$ cat config.mk
export PLATFORM = sky130hd
export DESIGN_NAME = seg_stream_monitor
export DESIGN_NICKNAME = d
export VERILOG_FILES = /design/src/rtl/ssm_pkg.sv /design/src/rtl/ssm_seg_step.sv /design/src/rtl/ssm_flag_bank.sv /design/src/rtl/ssm_pkt_counter.sv /design/src/rtl/seg_stream_monitor.sv
export SDC_FILE = /design/constraint.sdc
export NUM_CORES = 1
export LEC_CHECK = 0
export ABC_AREA = 1
export BUFFER_PORTS_ARGS = -buffer_cell sky130_fd_sc_hd__buf_2
export CORE_AREA = 2 2 78 80
export CTS_CLUSTER_SIZE = 28
export DETAILED_ROUTE_END_ITERATION = 12
export DIE_AREA = 0 0 80 82
export PLACE_DENSITY_LB_ADDON = 0.08
export SLEW_MARGIN = 20
export SYNTH_ARGS = -nofsm -noshare
export SYNTH_HDL_FRONTEND = slang
export SYNTH_HIERARCHICAL = 1
export SYNTH_SLANG_ARGS = --single-unit
$ cat constraint.sdc
create_clock -name clk -period 1.66 [get_ports clk]
set_input_delay 0.166 -clock clk [delete_from_list [all_inputs] [get_ports clk]]
set_output_delay 0.166 -clock clk [all_outputs]
set_load 0.01 [all_outputs]
$ cat src/rtl/ssm_pkg.sv
package ssm_pkg;

  // Result of evaluating one segment against the packet state
  typedef struct packed {
    logic sop_open;   // start seen while a packet was open
    logic orphan;     // non-start transfer with no open packet
    logic err_mid;    // error bit on a non-end transfer
    logic closed;     // end transfer closed an open packet
  } seg_evt_t;

  // Flag vector bit positions
  localparam int unsigned FL_MULTI_SOP = 0;
  localparam int unsigned FL_MULTI_EOP = 1;
  localparam int unsigned FL_SOP_OPEN  = 2;
  localparam int unsigned FL_ORPHAN    = 3;
  localparam int unsigned FL_ERR_MID   = 4;
  localparam int unsigned FL_GAP       = 5;
  localparam int unsigned FL_UNDERFLOW = 6;
  localparam int unsigned NFLAG        = 7;

endpackage

$ cat src/rtl/ssm_seg_step.sv
module ssm_seg_step (
  input  logic              open_in,
  input  logic              xfer,
  input  logic              sop,
  input  logic              eop,
  input  logic              err,
  output logic              open_out,
  output ssm_pkg::seg_evt_t evt
);

  logic open_mid;

  always_comb begin
    evt      = '0;
    open_mid = open_in;
    open_out = open_in;
    if (xfer) begin
      if (sop) begin
        evt.sop_open = open_in;
        open_mid     = 1'b1;
      end else begin
        evt.orphan   = ~open_in;
      end
      if (eop) begin
        evt.closed = open_mid;
        open_out   = 1'b0;
      end else begin
        evt.err_mid = err;
        open_out    = open_mid;
      end
    end
  end

endmodule

$ cat src/rtl/ssm_flag_bank.sv
module ssm_flag_bank #(
  parameter int unsigned N = 7
) (
  input  logic         clk,
  input  logic         rst_n,
  input  logic         clr,
  input  logic [N-1:0] set,
  output logic [N-1:0] q
);

  logic [N-1:0] d;
  logic         en;

  always_comb begin
    en = clr | (|set);
    d  = clr ? '0 : (q | set);
  end

  always_ff @(posedge clk or negedge rst_n) begin
    if (!rst_n) begin
      q <= '0;
    end else if (en) begin
      q <= d;
    end
  end

endmodule

$ cat src/rtl/ssm_pkt_counter.sv
module ssm_pkt_counter #(
  parameter int unsigned NSEG  = 2,
  parameter int unsigned CNT_W = 16
) (
  input  logic             clk,
  input  logic             rst_n,
  input  logic [NSEG-1:0]  inc,
  output logic [CNT_W-1:0] cnt
);

  localparam int unsigned ADD_W = $clog2(NSEG + 1);

  logic [ADD_W-1:0] add;
  logic [CNT_W-1:0] cnt_d;
  logic             en;

  always_comb begin
    add = '0;
    for (int i = 0; i < NSEG; i++) begin
      add = add + ADD_W'(inc[i]);
    end
    en    = |inc;
    cnt_d = cnt + CNT_W'(add);
  end

  always_ff @(posedge clk or negedge rst_n) begin
    if (!rst_n) begin
      cnt <= '0;
    end else if (en) begin
      cnt <= cnt_d;
    end
  end

endmodule

$ cat src/rtl/seg_stream_monitor.sv
module seg_stream_monitor #(
  parameter int unsigned NSEG  = 2,
  parameter int unsigned CNT_W = 16
) (
  input  logic             clk,
  input  logic             rst_n,
  input  logic             clr,
  input  logic             tready,
  input  logic             tvalid,
  input  logic [NSEG-1:0]  seg_en,
  input  logic [NSEG-1:0]  seg_sop,
  input  logic [NSEG-1:0]  seg_eop,
  input  logic [NSEG-1:0]  seg_err,
  output logic             pkt_open,
  output logic             flag_multi_sop,
  output logic             flag_multi_eop,
  output logic             flag_sop_open,
  output logic             flag_orphan,
  output logic             flag_err_mid,
  output logic             flag_gap,
  output logic             flag_underflow,
  output logic [CNT_W-1:0] pkt_count
);

  import ssm_pkg::*;

  // Reset: asserted asynchronously, released after two edges
  logic [1:0] rst_sr;
  logic       rst_q_n;

  always_ff @(posedge clk or negedge rst_n) begin
    if (!rst_n) begin
      rst_sr <= 2'b00;
    end else begin
      rst_sr <= {rst_sr[0], 1'b1};
    end
  end
  assign rst_q_n = rst_sr[1];

  // Per-segment transfer qualification
  logic            fire;
  logic [NSEG-1:0] xfer;
  logic [NSEG:0]   open_ch;
  logic [NSEG-1:0] gap_v;
  logic [NSEG-1:0] closed_v;
  logic [NSEG-1:0] sop_open_v;
  logic [NSEG-1:0] orphan_v;
  logic [NSEG-1:0] err_mid_v;
  seg_evt_t        evt [NSEG];
  logic            open_q;
  logic            open_d;
  logic            open_en;

  assign fire       = tvalid & tready;
  assign open_ch[0] = open_q;

  for (genvar g = 0; g < NSEG; g++) begin : g_seg
    assign xfer[g] = fire & seg_en[g];

    ssm_seg_step u_step (
      .open_in  (open_ch[g]),
      .xfer     (xfer[g]),
      .sop      (seg_sop[g]),
      .eop      (seg_eop[g]),
      .err      (seg_err[g]),
      .open_out (open_ch[g+1]),
      .evt      (evt[g])
    );

    assign closed_v[g]   = evt[g].closed;
    assign sop_open_v[g] = evt[g].sop_open;
    assign orphan_v[g]   = evt[g].orphan;
    assign err_mid_v[g]  = evt[g].err_mid;

    if (g == 0) begin : g_first
      assign gap_v[g] = 1'b0;
    end else begin : g_rest
      assign gap_v[g] = open_q & xfer[g] & ~seg_en[g-1];
    end
  end

  // Open-packet register, enabled only on bus transfers
  assign open_en = fire;
  assign open_d  = open_ch[NSEG];

  always_ff @(posedge clk or negedge rst_q_n) begin
    if (!rst_q_n) begin
      open_q <= 1'b0;
    end else if (open_en) begin
      open_q <= open_d;
    end
  end

  // Violation set vector
  logic [NFLAG-1:0] flag_set;
  logic [NFLAG-1:0] flag_q;

  always_comb begin
    flag_set               = '0;
    flag_set[FL_MULTI_SOP] = $countones(xfer & seg_sop) > 1;
    flag_set[FL_MULTI_EOP] = $countones(xfer & seg_eop) > 1;
    flag_set[FL_SOP_OPEN]  = |sop_open_v;
    flag_set[FL_ORPHAN]    = |orphan_v;
    flag_set[FL_ERR_MID]   = |err_mid_v;
    flag_set[FL_GAP]       = |gap_v;
    flag_set[FL_UNDERFLOW] = tready & open_q & ~(|xfer);
  end

  ssm_flag_bank #(.N(NFLAG)) u_flags (
    .clk   (clk),
    .rst_n (rst_q_n),
    .clr   (clr),
    .set   (flag_set),
    .q     (flag_q)
  );

  ssm_pkt_counter #(.NSEG(NSEG), .CNT_W(CNT_W)) u_cnt (
    .clk   (clk),
    .rst_n (rst_q_n),
    .inc   (closed_v),
    .cnt   (pkt_count)
  );

  assign pkt_open       = open_q;
  assign flag_multi_sop = flag_q[FL_MULTI_SOP];
  assign flag_multi_eop = flag_q[FL_MULTI_EOP];
  assign flag_sop_open  = flag_q[FL_SOP_OPEN];
  assign flag_orphan    = flag_q[FL_ORPHAN];
  assign flag_err_mid   = flag_q[FL_ERR_MID];
  assign flag_gap       = flag_q[FL_GAP];
  assign flag_underflow = flag_q[FL_UNDERFLOW];

endmodule

==> metrics.log, run 1 <==
[metrics] sequential fraction of the synthesis area: 47.4%
[metrics] proportion of total power due to net switching: between 20% and 30%
[metrics] setup slack of the worst register-to-register path: -0.41 ns
[metrics] Antenna Nets Post-Route: 0
[metrics] core area: 5750 µm²
[metrics] area share of the leading cell type in the synthesized netlist: 47.4%
[metrics] multiplexer fraction of the synthesized cell area: 0%
[metrics] average size of a mapped cell: between 7 and 8 µm²
[metrics] # IOs: 37
[metrics] failing checks: negative setup slack
[metrics] internal power contribution: 1130 µW
[metrics] kind of start point of the critical path: register
[metrics] post-synthesis to final-layout area growth: 48.9%
[metrics] hold violation count in the final report: 0
[metrics] Hold Crit Depth: 2
[metrics] RSZ-0062 raised after global routing: yes
[metrics] worst flop-to-flop path startpoint: pkt_open$_DFFE_PN0N_
[metrics] final critical-path required period: 2.07 ns
[metrics] critical path class: reg2reg
[metrics] synthesized net count: approximately 190
[metrics] clk sinks: 26
[metrics] drt first-iter violations: 13
[metrics] required time of the critical path: 1.82 ns
[metrics] portion of total power attributed to combinational logic: between 10% and 20%
[metrics] total track usage: 11.4%
[metrics] routed length per placed instance: 10.9 µm
[metrics] maximum number of pins on one net before global-route repair: 25
[metrics] Synth warnings: 6
[metrics] routed via count: between 1000 and 1500
[metrics] dpl hpwl: 2720 µm
[metrics] Placer Congestion: around 0.75
[metrics] commonest cells after routing, fill and taps aside: sky130_fd_sc_hd__nand2_1 (40), sky130_fd_sc_hd__buf_2 (36), sky130_fd_sc_hd__buf_4 (26)
[metrics] peak supply drop: 0.467 mV
[metrics] starting utilization of the core area: 23.9%
[metrics] overall die width: approximately 80 µm
[metrics] final core occ: a little over a third
[metrics] Fmax: 484 MHz
[metrics] worst-case reg-to-reg path depth: 14
[metrics] MaxCap Viol Count: 0
[metrics] class of the tightest hold or removal check: in2reg
[metrics] post-route cell area: approximately 2000 µm²
[metrics] H-Tree Level Count: 1
[metrics] synthesis-stage register bit count: 26
[metrics] Slew Viols, Final: 0
[metrics] post-synthesis share of cell area spent on and, or, nand and nor gates: 36.6%
[metrics] vias in the first global route: 1310
[metrics] part of the power in the clock network: 34.7%
[metrics] endpoints failing setup: 14
[metrics] crit path max fanout: 6
[metrics] global-route wire length before repair: 5840 µm
[metrics] register clock-pin slew on the reported worst setup and hold paths: ~0.090 ns
[metrics] capture instance of the worst register-to-register path: u_cnt/cnt[10]$_DFFE_PN0P_
[metrics] number of antenna violations at the first check in global routing: 0
[metrics] Port Buf Inserts: 36
[metrics] number of unique standard cell types used by synthesis: 21
[metrics] outcome: finished, violations left
[metrics] residual overflow from global routing: 0
[metrics] number of standard cells after synthesis: between 150 and 200
[metrics] insertion delay to the later sink of the worst-skew pair: 0.27 ns
[metrics] XOR/XNOR share of the synthesized area: approximately 5.1%
[metrics] ratio of routed vias to standard cells: 4.00
[metrics] Max Root-Sink Buffers: 2
[metrics] number of buffers created by CTS: 3
[metrics] end point of the most critical hold path: u_flags/q[0]$_DFFE_PN0P_
[metrics] first drt pass iteration count: 4
[metrics] instance area at placement: 1830 µm²
[metrics] final worst setup slack: -0.407 ns
[metrics] total detailed-routing wirelength: 3440 µm
[metrics] Power Density: approximately 740 nW/µm²
[metrics] number of nets in the final layout: 257
[metrics] source of the worst hold timing path: clr
[metrics] cell types occupying the most area after synthesis: sky130_fd_sc_hd__dfrtp_1 (47%), sky130_fd_sc_hd__nand2_1 (11%), sky130_fd_sc_hd__nor2_1 (9.0%), sky130_fd_sc_hd__inv_1 (7.1%), sky130_fd_sc_hd__xor2_1 (3.2%)
[metrics] cell at the root of the clock tree: sky130_fd_sc_hd__clkbuf_8
[metrics] power dissipated by switching net loads: 386 µW
[metrics] Die Span Y: 82 µm
[metrics] fraction of the mapped netlist area in compound gates: 1.09%
[metrics] most area-hungry cell type in the Yosys netlist: sky130_fd_sc_hd__dfrtp_1
[metrics] DRC violation count after routing: 0
[metrics] most frequent standard cell in the layout excluding fill and tap cells: sky130_fd_sc_hd__nand2_1
[metrics] Inserted Diodes: 0
[metrics] TritonCTS clock tree: built
[metrics] post-synthesis cell area: 1370 µm²
[metrics] nature of the critical path endpoint: register
[metrics] Std-Cell Rows: 28
[metrics] period utilisation layout: 125%
[metrics] Data arrival, critical path: 2.23 ns
[metrics] post-route clock skew: slightly above 0.004 ns
[metrics] main combinational cell family by area after synthesis: simple AND/OR/NAND/NOR gates
[metrics] Leak Pwr: 0.00111 µW
[metrics] adder and majority cell fraction of the synthesized area: 2.37%
[metrics] fraction of power consumed by sequential logic: between 40% and 50%
[metrics] Post-Place Setup Slack: -0.678 ns
[metrics] overall die area: 6560 µm²
[metrics] fraction of layout instances using a drive strength above 1: 41.5%
## worst max path at each step
stage                          from  cells after the start                        end  slack [ns]
6_report       pkt_open$_DFFE_PN0N_                     14  u_cnt/cnt[10]$_DFFE_PN0P_       -0.41
3_3_place_gp                 tvalid                     13   u_cnt/cnt[8]$_DFFE_PN0P_       -0.64
4_1_cts        pkt_open$_DFFE_PN0N_                     15  u_cnt/cnt[14]$_DFFE_PN0P_       -0.40
3_5_place_dp                 tvalid                     13   u_cnt/cnt[8]$_DFFE_PN0P_       -0.68
5_1_grt        pkt_open$_DFFE_PN0N_                     15  u_cnt/cnt[14]$_DFFE_PN0P_       -0.58
2_1_floorplan  pkt_open$_DFFE_PN0N_                     14   u_cnt/cnt[8]$_DFFE_PN0P_       -0.47
## state kept, by name (all words and copies together), names as in the netlist
| register | count |
|---|---|
| pkt_open | 1 |
| rst_sr | 2 |
| u_cnt/cnt | 16 |
| u_flags/q | 7 |
## Yosys cell counts
library cell and n:
sky130_fd_sc_hd__nor2_1 33, sky130_fd_sc_hd__nor2_4 1, sky130_fd_sc_hd__nor3b_2 2, sky130_fd_sc_hd__nand2_2 3, sky130_fd_sc_hd__nand4_1 5, sky130_fd_sc_hd__nor3_1 5
sky130_fd_sc_hd__nor3_4 1, sky130_fd_sc_hd__o21ai_0 3, sky130_fd_sc_hd__dfrtp_1 26, sky130_fd_sc_hd__ha_1 1, sky130_fd_sc_hd__nor2_2 2, sky130_fd_sc_hd__xor2_1 5
sky130_fd_sc_hd__nand3_1 8, sky130_fd_sc_hd__or2_2 3, sky130_fd_sc_hd__nand3b_1 2, sky130_fd_sc_hd__nand3_2 1, sky130_fd_sc_hd__xnor2_1 3, sky130_fd_sc_hd__conb_1 1
sky130_fd_sc_hd__nand2_1 41, sky130_fd_sc_hd__fa_1 1, sky130_fd_sc_hd__inv_1 26
## cells by family (layout without fill, tap and decap cells)
kind of cell    Yosys count  after routing
fa+ha+maj                 2              2
other cells               1              1
flops                    26             26
xor+xnor                  8              8
compound gates            3              3
buf+inv                  26             94
simple gates            107            107
## power groups by stage
stage          sequential, µW  combinational (µW)  clock [µW]
2_1_floorplan             734                97.0           0
3_3_place_gp              711                 272           0
3_5_place_dp              710                 267           0
4_1_cts                   698                 288         548
5_1_grt                   705                 329         570
6_report                  698                 291         527
## routing by layer
metal / vias to the layer above / global-route usage (%) / share of wire, %
li1: 663 / - / -
met1: 574 / 14.6 / 46
met2: 25 / 19.8 / 49
met3: 2 / 1.87 / 4.6
met4: 0 / 3.56 / 0.61
met5: - / 0 / 0
## final cells by class
class	count	area (µm²)
clock buffers	3	41.3
clock inverters	1	30.0
fillers	633	3700
inverters	26	97.6
multi-input cells	121	731
flip-flops and latches	26	652
well taps	75	93.8
repair buffers	64	397
## stage by stage
stage,hold slack [ns],total power [µW],TNS (ns),instances
2_1_floorplan,-0.130,831,-3.95,173
3_3_place_gp,-0.0466,983,-7.22,305
3_5_place_dp,-0.0442,977,-7.34,305
4_1_cts,0.144,1530,-4.16,314
5_1_grt,0.145,1600,-6.74,316
6_report,0.143,1520,-4.22,316
## critical path, cell delays in order (launching register included)
cell and delay (ns):
sky130_fd_sc_hd__dfrtp_2 0.39, sky130_fd_sc_hd__inv_2 0.04, sky130_fd_sc_hd__nand2_1 0.05, sky130_fd_sc_hd__nand2_1 0.05, sky130_fd_sc_hd__inv_2 0.06, sky130_fd_sc_hd__nor2_2 0.04, sky130_fd_sc_hd__nor2_2 0.11, sky130_fd_sc_hd__inv_1 0.06
sky130_fd_sc_hd__fa_2 0.34, sky130_fd_sc_hd__inv_2 0.07, sky130_fd_sc_hd__ha_4 0.14, sky130_fd_sc_hd__nand3_4 0.08, sky130_fd_sc_hd__nor3_4 0.28, sky130_fd_sc_hd__nand2_2 0.11, sky130_fd_sc_hd__xnor2_2 0.14
## repair_timing
action                                  4_1_cts  5_1_grt
setup buffers                                 4        2
endpoints found under the hold margin         2        0
endpoints found under the setup margin       14       15
hold buffers                                  1        0
gates resized for setup                      13        7
pin swaps                                     7        5
Note: power is estimated with default switching activity, not from simulation.
==> inputs of run 2 (changes only) <==
Clock period 1.66 ns to 2.1 ns, I/O delays scaled along.
==> metrics.log, run 2 (synthesized netlist as in run 1, its figures left out) <==
[metrics] outcome: completed
[metrics] overall die area: about 6600 µm²
[metrics] fraction of layout instances using a drive strength above 1: between 30% and 40%
[metrics] number of flip-flops in the largest register: 16
[metrics] starting utilization of the core area: 23.9%
[metrics] required time of the critical path: 2.26 ns
[metrics] Fmax: 483 MHz
[metrics] critical path class: reg2reg
[metrics] period utilisation layout: 98.5%
[metrics] Port Buf Inserts: 36
[metrics] vias in the first global route: 1311
[metrics] Post-Place Setup Slack: -0.322 ns
[metrics] number of standard cells in the layout, taps in and fillers out: 313
[metrics] class of the tightest hold or removal check: in2reg
[metrics] dpl hpwl: 2740 µm
[metrics] Power Density: ~560 nW/µm²
[metrics] insertion delay to the later sink of the worst-skew pair: about 0.27 ns
[metrics] number of antenna violations at the first check in global routing: 0
[metrics] final worst setup slack: around 0.03 ns
[metrics] endpoints failing setup: 0
[metrics] post-synthesis to final-layout area growth: 43.2%
[metrics] routed length per placed instance: 11.3 µm
[metrics] kind of start point of the critical path: register
[metrics] leading registers by flop count: u_cnt/cnt (16), u_flags/q (7), rst_sr (2)
[metrics] Antenna Nets Post-Route: 0
[metrics] Top reg by flops: u_cnt/cnt
[metrics] RSZ-0062 raised after global routing: yes
[metrics] post-route clock skew: 0.00500 ns
[metrics] register clock-pin slew on the reported worst setup and hold paths: about 0.090 ns
[metrics] H-Tree Level Count: 1
[metrics] drt first-iter violations: 27
[metrics] number of nets in the final layout: 254
[metrics] routed via count: 1281
[metrics] hold violation count in the final report: 0
[metrics] clk sinks: 26
[metrics] commonest cells after routing, fill and taps aside: sky130_fd_sc_hd__nand2_1 (40), sky130_fd_sc_hd__buf_2 (36), sky130_fd_sc_hd__nor2_1 (28)
[metrics] core area: 5750 µm²
[metrics] Placer Congestion: 0.764
[metrics] ratio of routed vias to standard cells: 4.09
[metrics] # IOs: 37
[metrics] most frequent standard cell in the layout excluding fill and tap cells: sky130_fd_sc_hd__nand2_1
[metrics] number of cells after detailed placement: 303
[metrics] final critical-path required period: 2.07 ns
[metrics] total detailed-routing wirelength: between 3000 and 4000 µm
[metrics] cell at the root of the clock tree: sky130_fd_sc_hd__clkbuf_8
[metrics] global-route wire length before repair: 5790 µm
[metrics] total track usage: between 10 and 15%
[metrics] residual overflow from global routing: 0
[metrics] Die Span Y: 82 µm
[metrics] crit path max fanout: 5
[metrics] maximum number of pins on one net before global-route repair: 25
[metrics] Max Root-Sink Buffers: 2
[metrics] sum of negative setup slack: 0 ns
[metrics] total of fill cells in the finished design: 636
[metrics] Leak Pwr: around 0.0011 µW
[metrics] overall die width: 80 µm
[metrics] TritonCTS clock tree: built
[metrics] final core occ: 34.2%
[metrics] Slew Viols, Final: 0
[metrics] peak supply drop: about 0.21 mV
[metrics] Std-Cell Rows: 28
[metrics] number of buffers created by CTS: 3
[metrics] MaxCap Viol Count: 0
[metrics] DRC violation count after routing: 0
[metrics] Data arrival, critical path: 2.23 ns
[metrics] first drt pass iteration count: 4
[metrics] nature of the critical path endpoint: register
[metrics] Inserted Diodes: 0
[run 2: layout make-up]
type,instances,area (µm²),area share (%)
multi-input cells,121,691,35.2
inverters,26,97.6,4.97
clock buffers,4,55.1,2.80
well taps,75,93.8,4.78
repair buffers,61,374,19.1
flip-flops and latches,26,652,33.2
[run 2: path summary, 6_finish.rpt]
path,endpoint,slack [ns],start,depth (start not counted)
worst min register to register,u_flags/q[6]$_DFFE_PN0P_,0.23,rst_sr[1]$_DFF_PN0_,1
worst max register to register,u_cnt/cnt[10]$_DFFE_PN0P_,0.03,pkt_open$_DFFE_PN0N_,15
worst min-delay path,u_flags/q[2]$_DFFE_PN0P_,0.21,clr,2
worst max-delay path,u_cnt/cnt[10]$_DFFE_PN0P_,0.03,pkt_open$_DFFE_PN0N_,15
max in group asynchronous,pkt_open$_DFFE_PN0N_,1.61,rst_sr[1]$_DFF_PN0_,1
min in group asynchronous,u_flags/q[6]$_DFFE_PN0P_,0.23,rst_sr[1]$_DFF_PN0_,1
[run 2: what timing repair did]
item,CTS,global route
setup buffers,3,2
setup endpoints to repair,5,12
hold buffers,1,0
resized for setup,4,7
gates cloned,0,0
hold endpoints to repair,2,0
pin swaps,5,2
[run 2: routing by layer]
layer  GRT usage [%]  wire length [µm]  vias up
met2            20.2              1730       25
met4            4.07                21        0
met1            14.0              1610      596
met3            2.42               161        2
met5               0                 0        -
li1                -                 -      658
[run 2: power by group]
group | internal, µW | switching [µW]
Clock | 167 | 155
Combinational | 104 | 112
Sequential | 527 | 28.9
[run 2: per-stage QoR]
| step | power (µW) | hold WS, ns | cell area (µm²) |
|---|---|---|---|
| global route | 1170 | 0.214 | 1960 |
| detailed placement | 759 | -0.000426 | 1820 |
| global placement | 761 | -0.00235 | 1820 |
| floorplan | 652 | -0.0856 | 1400 |
| finish | 1100 | 0.207 | 1960 |
| CTS | 1110 | 0.202 | 1920 |
[run 2: worst max-delay path: stages (launching register included)]
cell and delay [ns]:
sky130_fd_sc_hd__dfrtp_2 0.41, sky130_fd_sc_hd__inv_2 0.04, sky130_fd_sc_hd__nand2_1 0.05, sky130_fd_sc_hd__nand2_1 0.05
sky130_fd_sc_hd__inv_2 0.06, sky130_fd_sc_hd__nor2_2 0.03, sky130_fd_sc_hd__nor2_2 0.11, sky130_fd_sc_hd__inv_2 0.05
sky130_fd_sc_hd__fa_2 0.38, sky130_fd_sc_hd__inv_2 0.08, sky130_fd_sc_hd__ha_4 0.14, sky130_fd_sc_hd__nand3_4 0.09
sky130_fd_sc_hd__nor3_4 0.15, sky130_fd_sc_hd__buf_6 0.15, sky130_fd_sc_hd__nand2_2 0.05, sky130_fd_sc_hd__xnor2_1 0.13
==> inputs of run 3 (changes only) <==
Settings changed: BUFFER_PORTS_ARGS -buffer_cell sky130_fd_sc_hd__buf_2 to -buffer_cell sky130_fd_sc_hd__clkbuf_2.
==> metrics.log, run 3 (synthesized netlist as in run 1, its figures left out) <==
[metrics] TritonCTS clock tree: built
[metrics] portion of total power attributed to combinational logic: 19.7%
[metrics] ratio of routed vias to standard cells: ~4
[metrics] outcome: finished, violations left
[metrics] power dissipated by switching net loads: a little under 300 µW
[metrics] power consumption: 1050 µW
[metrics] worst-case reg-to-reg path depth: 15
[metrics] final core occ: about 34%
[metrics] highest-utilization routing layer at the global route stage: met2
[metrics] maximum number of pins on one net before global-route repair: 25
[metrics] MaxCap Viol Count: 0
[metrics] first drt pass iteration count: 4
[metrics] number of flip-flops in the largest register: 16
[metrics] Critical Path Source: pkt_open$_DFFE_PN0N_
[metrics] post-synthesis to final-layout area growth: 42.2%
[metrics] crit path max fanout: 6
[metrics] insertion delay to the later sink of the worst-skew pair: ~0.27 ns
[metrics] routed via count: around 1300
[metrics] H-Tree Level Count: 1
[metrics] Max Root-Sink Buffers: 2
[metrics] Data arrival, critical path: 2.26 ns
[metrics] last element of the critical path: u_cnt/cnt[8]$_DFFE_PN0P_
[metrics] core area: between 5000 and 6000 µm²
[metrics] hold violation count in the final report: 0
[metrics] nature of the critical path endpoint: register
[metrics] met3 track demand over resource in global routing: 2.09%
[metrics] starting utilization of the core area: approximately a quarter
[metrics] capture instance of the worst register-to-register path: u_cnt/cnt[8]$_DFFE_PN0P_
[metrics] critical path class: reg2reg
[metrics] drt first-iter violations: 38
[metrics] register clock-pin slew on the reported worst setup and hold paths: roughly 0.090 ns
[metrics] Leak Pwr: 0.00104 µW
[metrics] failing checks: negative setup slack
[metrics] kind of start point of the critical path: register
[metrics] post-route clock skew: 0.00910 ns
[metrics] final critical-path required period: 2.11 ns
[metrics] Fmax: 473 MHz
[metrics] CP Cell Sequence: inv_2 -> nand2_2 -> nand2_2 -> inv_2 -> nor2_2 -> nor2_2 -> inv_2 -> fa_2 -> inv_2 -> ha_4 -> nand3_4 -> nor3_4 -> buf_12 -> nand2_2 -> xor2_1
[metrics] most frequent standard cell in the layout excluding fill and tap cells: sky130_fd_sc_hd__nand2_1
[metrics] required time of the critical path: 2.25 ns
[metrics] endpoints failing setup: 1
[metrics] Slew headroom: 66.3%
[metrics] maximum cell stage delay along the critical path: 0.41 ns
[metrics] DRC violation count after routing: 0
[metrics] Slew Viols, Final: 0
[metrics] overall die width: 80 µm
[metrics] Inserted Diodes: 0
[metrics] # IOs: 37
[metrics] Port Buf Inserts: 36
[metrics] leading registers by flop count: u_cnt/cnt (16), u_flags/q (7), rst_sr (2)
[metrics] final worst setup slack: -0.0130 ns
[metrics] cell at the root of the clock tree: sky130_fd_sc_hd__clkbuf_8
[metrics] global-route wire length before repair: 6100 µm
[metrics] final hold slack: 0.214 ns
[metrics] number of standard cells in the layout, taps in and fillers out: 310
[metrics] Power Density: around 540 nW/µm²
[metrics] fraction of power consumed by sequential logic: 52.9%
[metrics] fraction of layout instances using a drive strength above 1: ~39%
[metrics] peak supply drop: 0.197 mV
[metrics] GRT met1 Usage: 15.9%
[metrics] Post-Place Setup Slack: -0.321 ns
[metrics] number of antenna violations at the first check in global routing: 0
[metrics] vias in the first global route: ~1300
[metrics] part of the power in the clock network: between 20% and 30%
[metrics] clk sinks: 26
[metrics] number of buffers created by CTS: 3
[metrics] RSZ-0062 raised after global routing: yes
[metrics] met2 Usage GRT: 20.1%
[metrics] Most Frequent Cell on Critical Path: sky130_fd_sc_hd__inv_2
[metrics] worst flop-to-flop path startpoint: pkt_open$_DFFE_PN0N_
[metrics] residual overflow from global routing: 0
[metrics] Antenna Nets Post-Route: 0
[metrics] total detailed-routing wirelength: 3590 µm
[metrics] cell at the slowest stage of the critical path: sky130_fd_sc_hd__dfrtp_2
[metrics] slew at the pin with the worst max-slew slack: 0.504 ns
[metrics] number of nets in the final layout: 251
[metrics] dpl hpwl: 2730 µm
[metrics] Top reg by flops: u_cnt/cnt
[metrics] internal power contribution: 759 µW
[metrics] overall die area: 6560 µm²
[metrics] setup slack of the worst register-to-register path: -0.01 ns
[metrics] class of the tightest hold or removal check: in2reg
[metrics] Std-Cell Rows: 28
[metrics] routed length per placed instance: between 10 and 15 µm
[metrics] period utilisation layout: 101%
[metrics] commonest cells after routing, fill and taps aside: sky130_fd_sc_hd__nand2_1 (38), sky130_fd_sc_hd__clkbuf_2 (36), sky130_fd_sc_hd__nor2_1 (28)
[metrics] proportion of total power due to net switching: 27.9%
[metrics] Hold Crit Depth: 2
[metrics] Placer Congestion: 0.766
[metrics] total track usage: 12.2%
[metrics] Die Span Y: 82 µm
[metrics] number of cells after detailed placement: 303
run 3: changes by cell type in the layout (fill, tap and decap cells not counted), sizes merged:
cell	change
buf	-39
clkbuf	+36
run 3: power by group through the flow:
stage	Combinational (µW)	Clock [µW]	Sequential [µW]
after floorplan	75.4	0	577
after global placement	198	0	564
after detailed placement	195	0	564
after CTS	199	310	557
after global routing	239	333	561
final	207	288	556
run 3: worst max-delay path: cells and delay by family (launching register included):
| kind | cells | cell delay, ns |
|---|---|---|
| DFF | 1 | 0.41 |
| buffers and inverters | 5 | 0.38 |
| and+or+nand+nor | 7 | 0.55 |
| adders and majority gates | 2 | 0.52 |
| xor gates and xnor gates | 1 | 0.14 |
run 3: repair_timing:
action                                  in CTS  in global routing
setup buffers                                1                  1
hold buffers                                 1                  0
pin swaps                                    3                  0
endpoints found under the hold margin        2                  0
endpoints found under the setup margin       5                 12
gates resized for setup                      3                 10
run 3: per-layer routing:
| metal | up-vias | routed length (µm) | share of wire, % |
|---|---|---|---|
| li1 | 650 | - | - |
| met1 | 588 | 1690 | 47 |
| met2 | 29 | 1680 | 47 |
| met3 | 4 | 178 | 5.0 |
| met4 | 0 | 47 | 1.3 |
| met5 | - | 0 | 0 |
run 3: metrics by stage:
stage                     cell area [µm²]  setup TNS (ns)
after CTS                            1900               0
after floorplan                      1400          -0.211
after global routing                 1950           -1.12
after detailed placement             1820           -2.09
final                                1950         -0.0130
after global placement               1820           -2.00
run 3: final cells by class:
type / count / area (µm²)
clock buffer: 4 / 45.0
timing repair buffer: 58 / 360
sequential: 26 / 652
inverter: 26 / 97.6
fill: 636 / 3800
multi-input combinational: 121 / 701
tap: 75 / 93.8
run 3: worst min path at each step:
| stage | startpoint | end |
|---|---|---|
| floorplan | rst_n | rst_sr[0]$_DFF_PN0_ |
| global placement | rst_n | rst_sr[0]$_DFF_PN0_ |
| detailed placement | rst_n | rst_sr[0]$_DFF_PN0_ |
| CTS | tready | pkt_open$_DFFE_PN0N_ |
| global route | rst_n | rst_sr[1]$_DFF_PN0_ |
| finish | clr | u_flags/q[6]$_DFFE_PN0P_ |
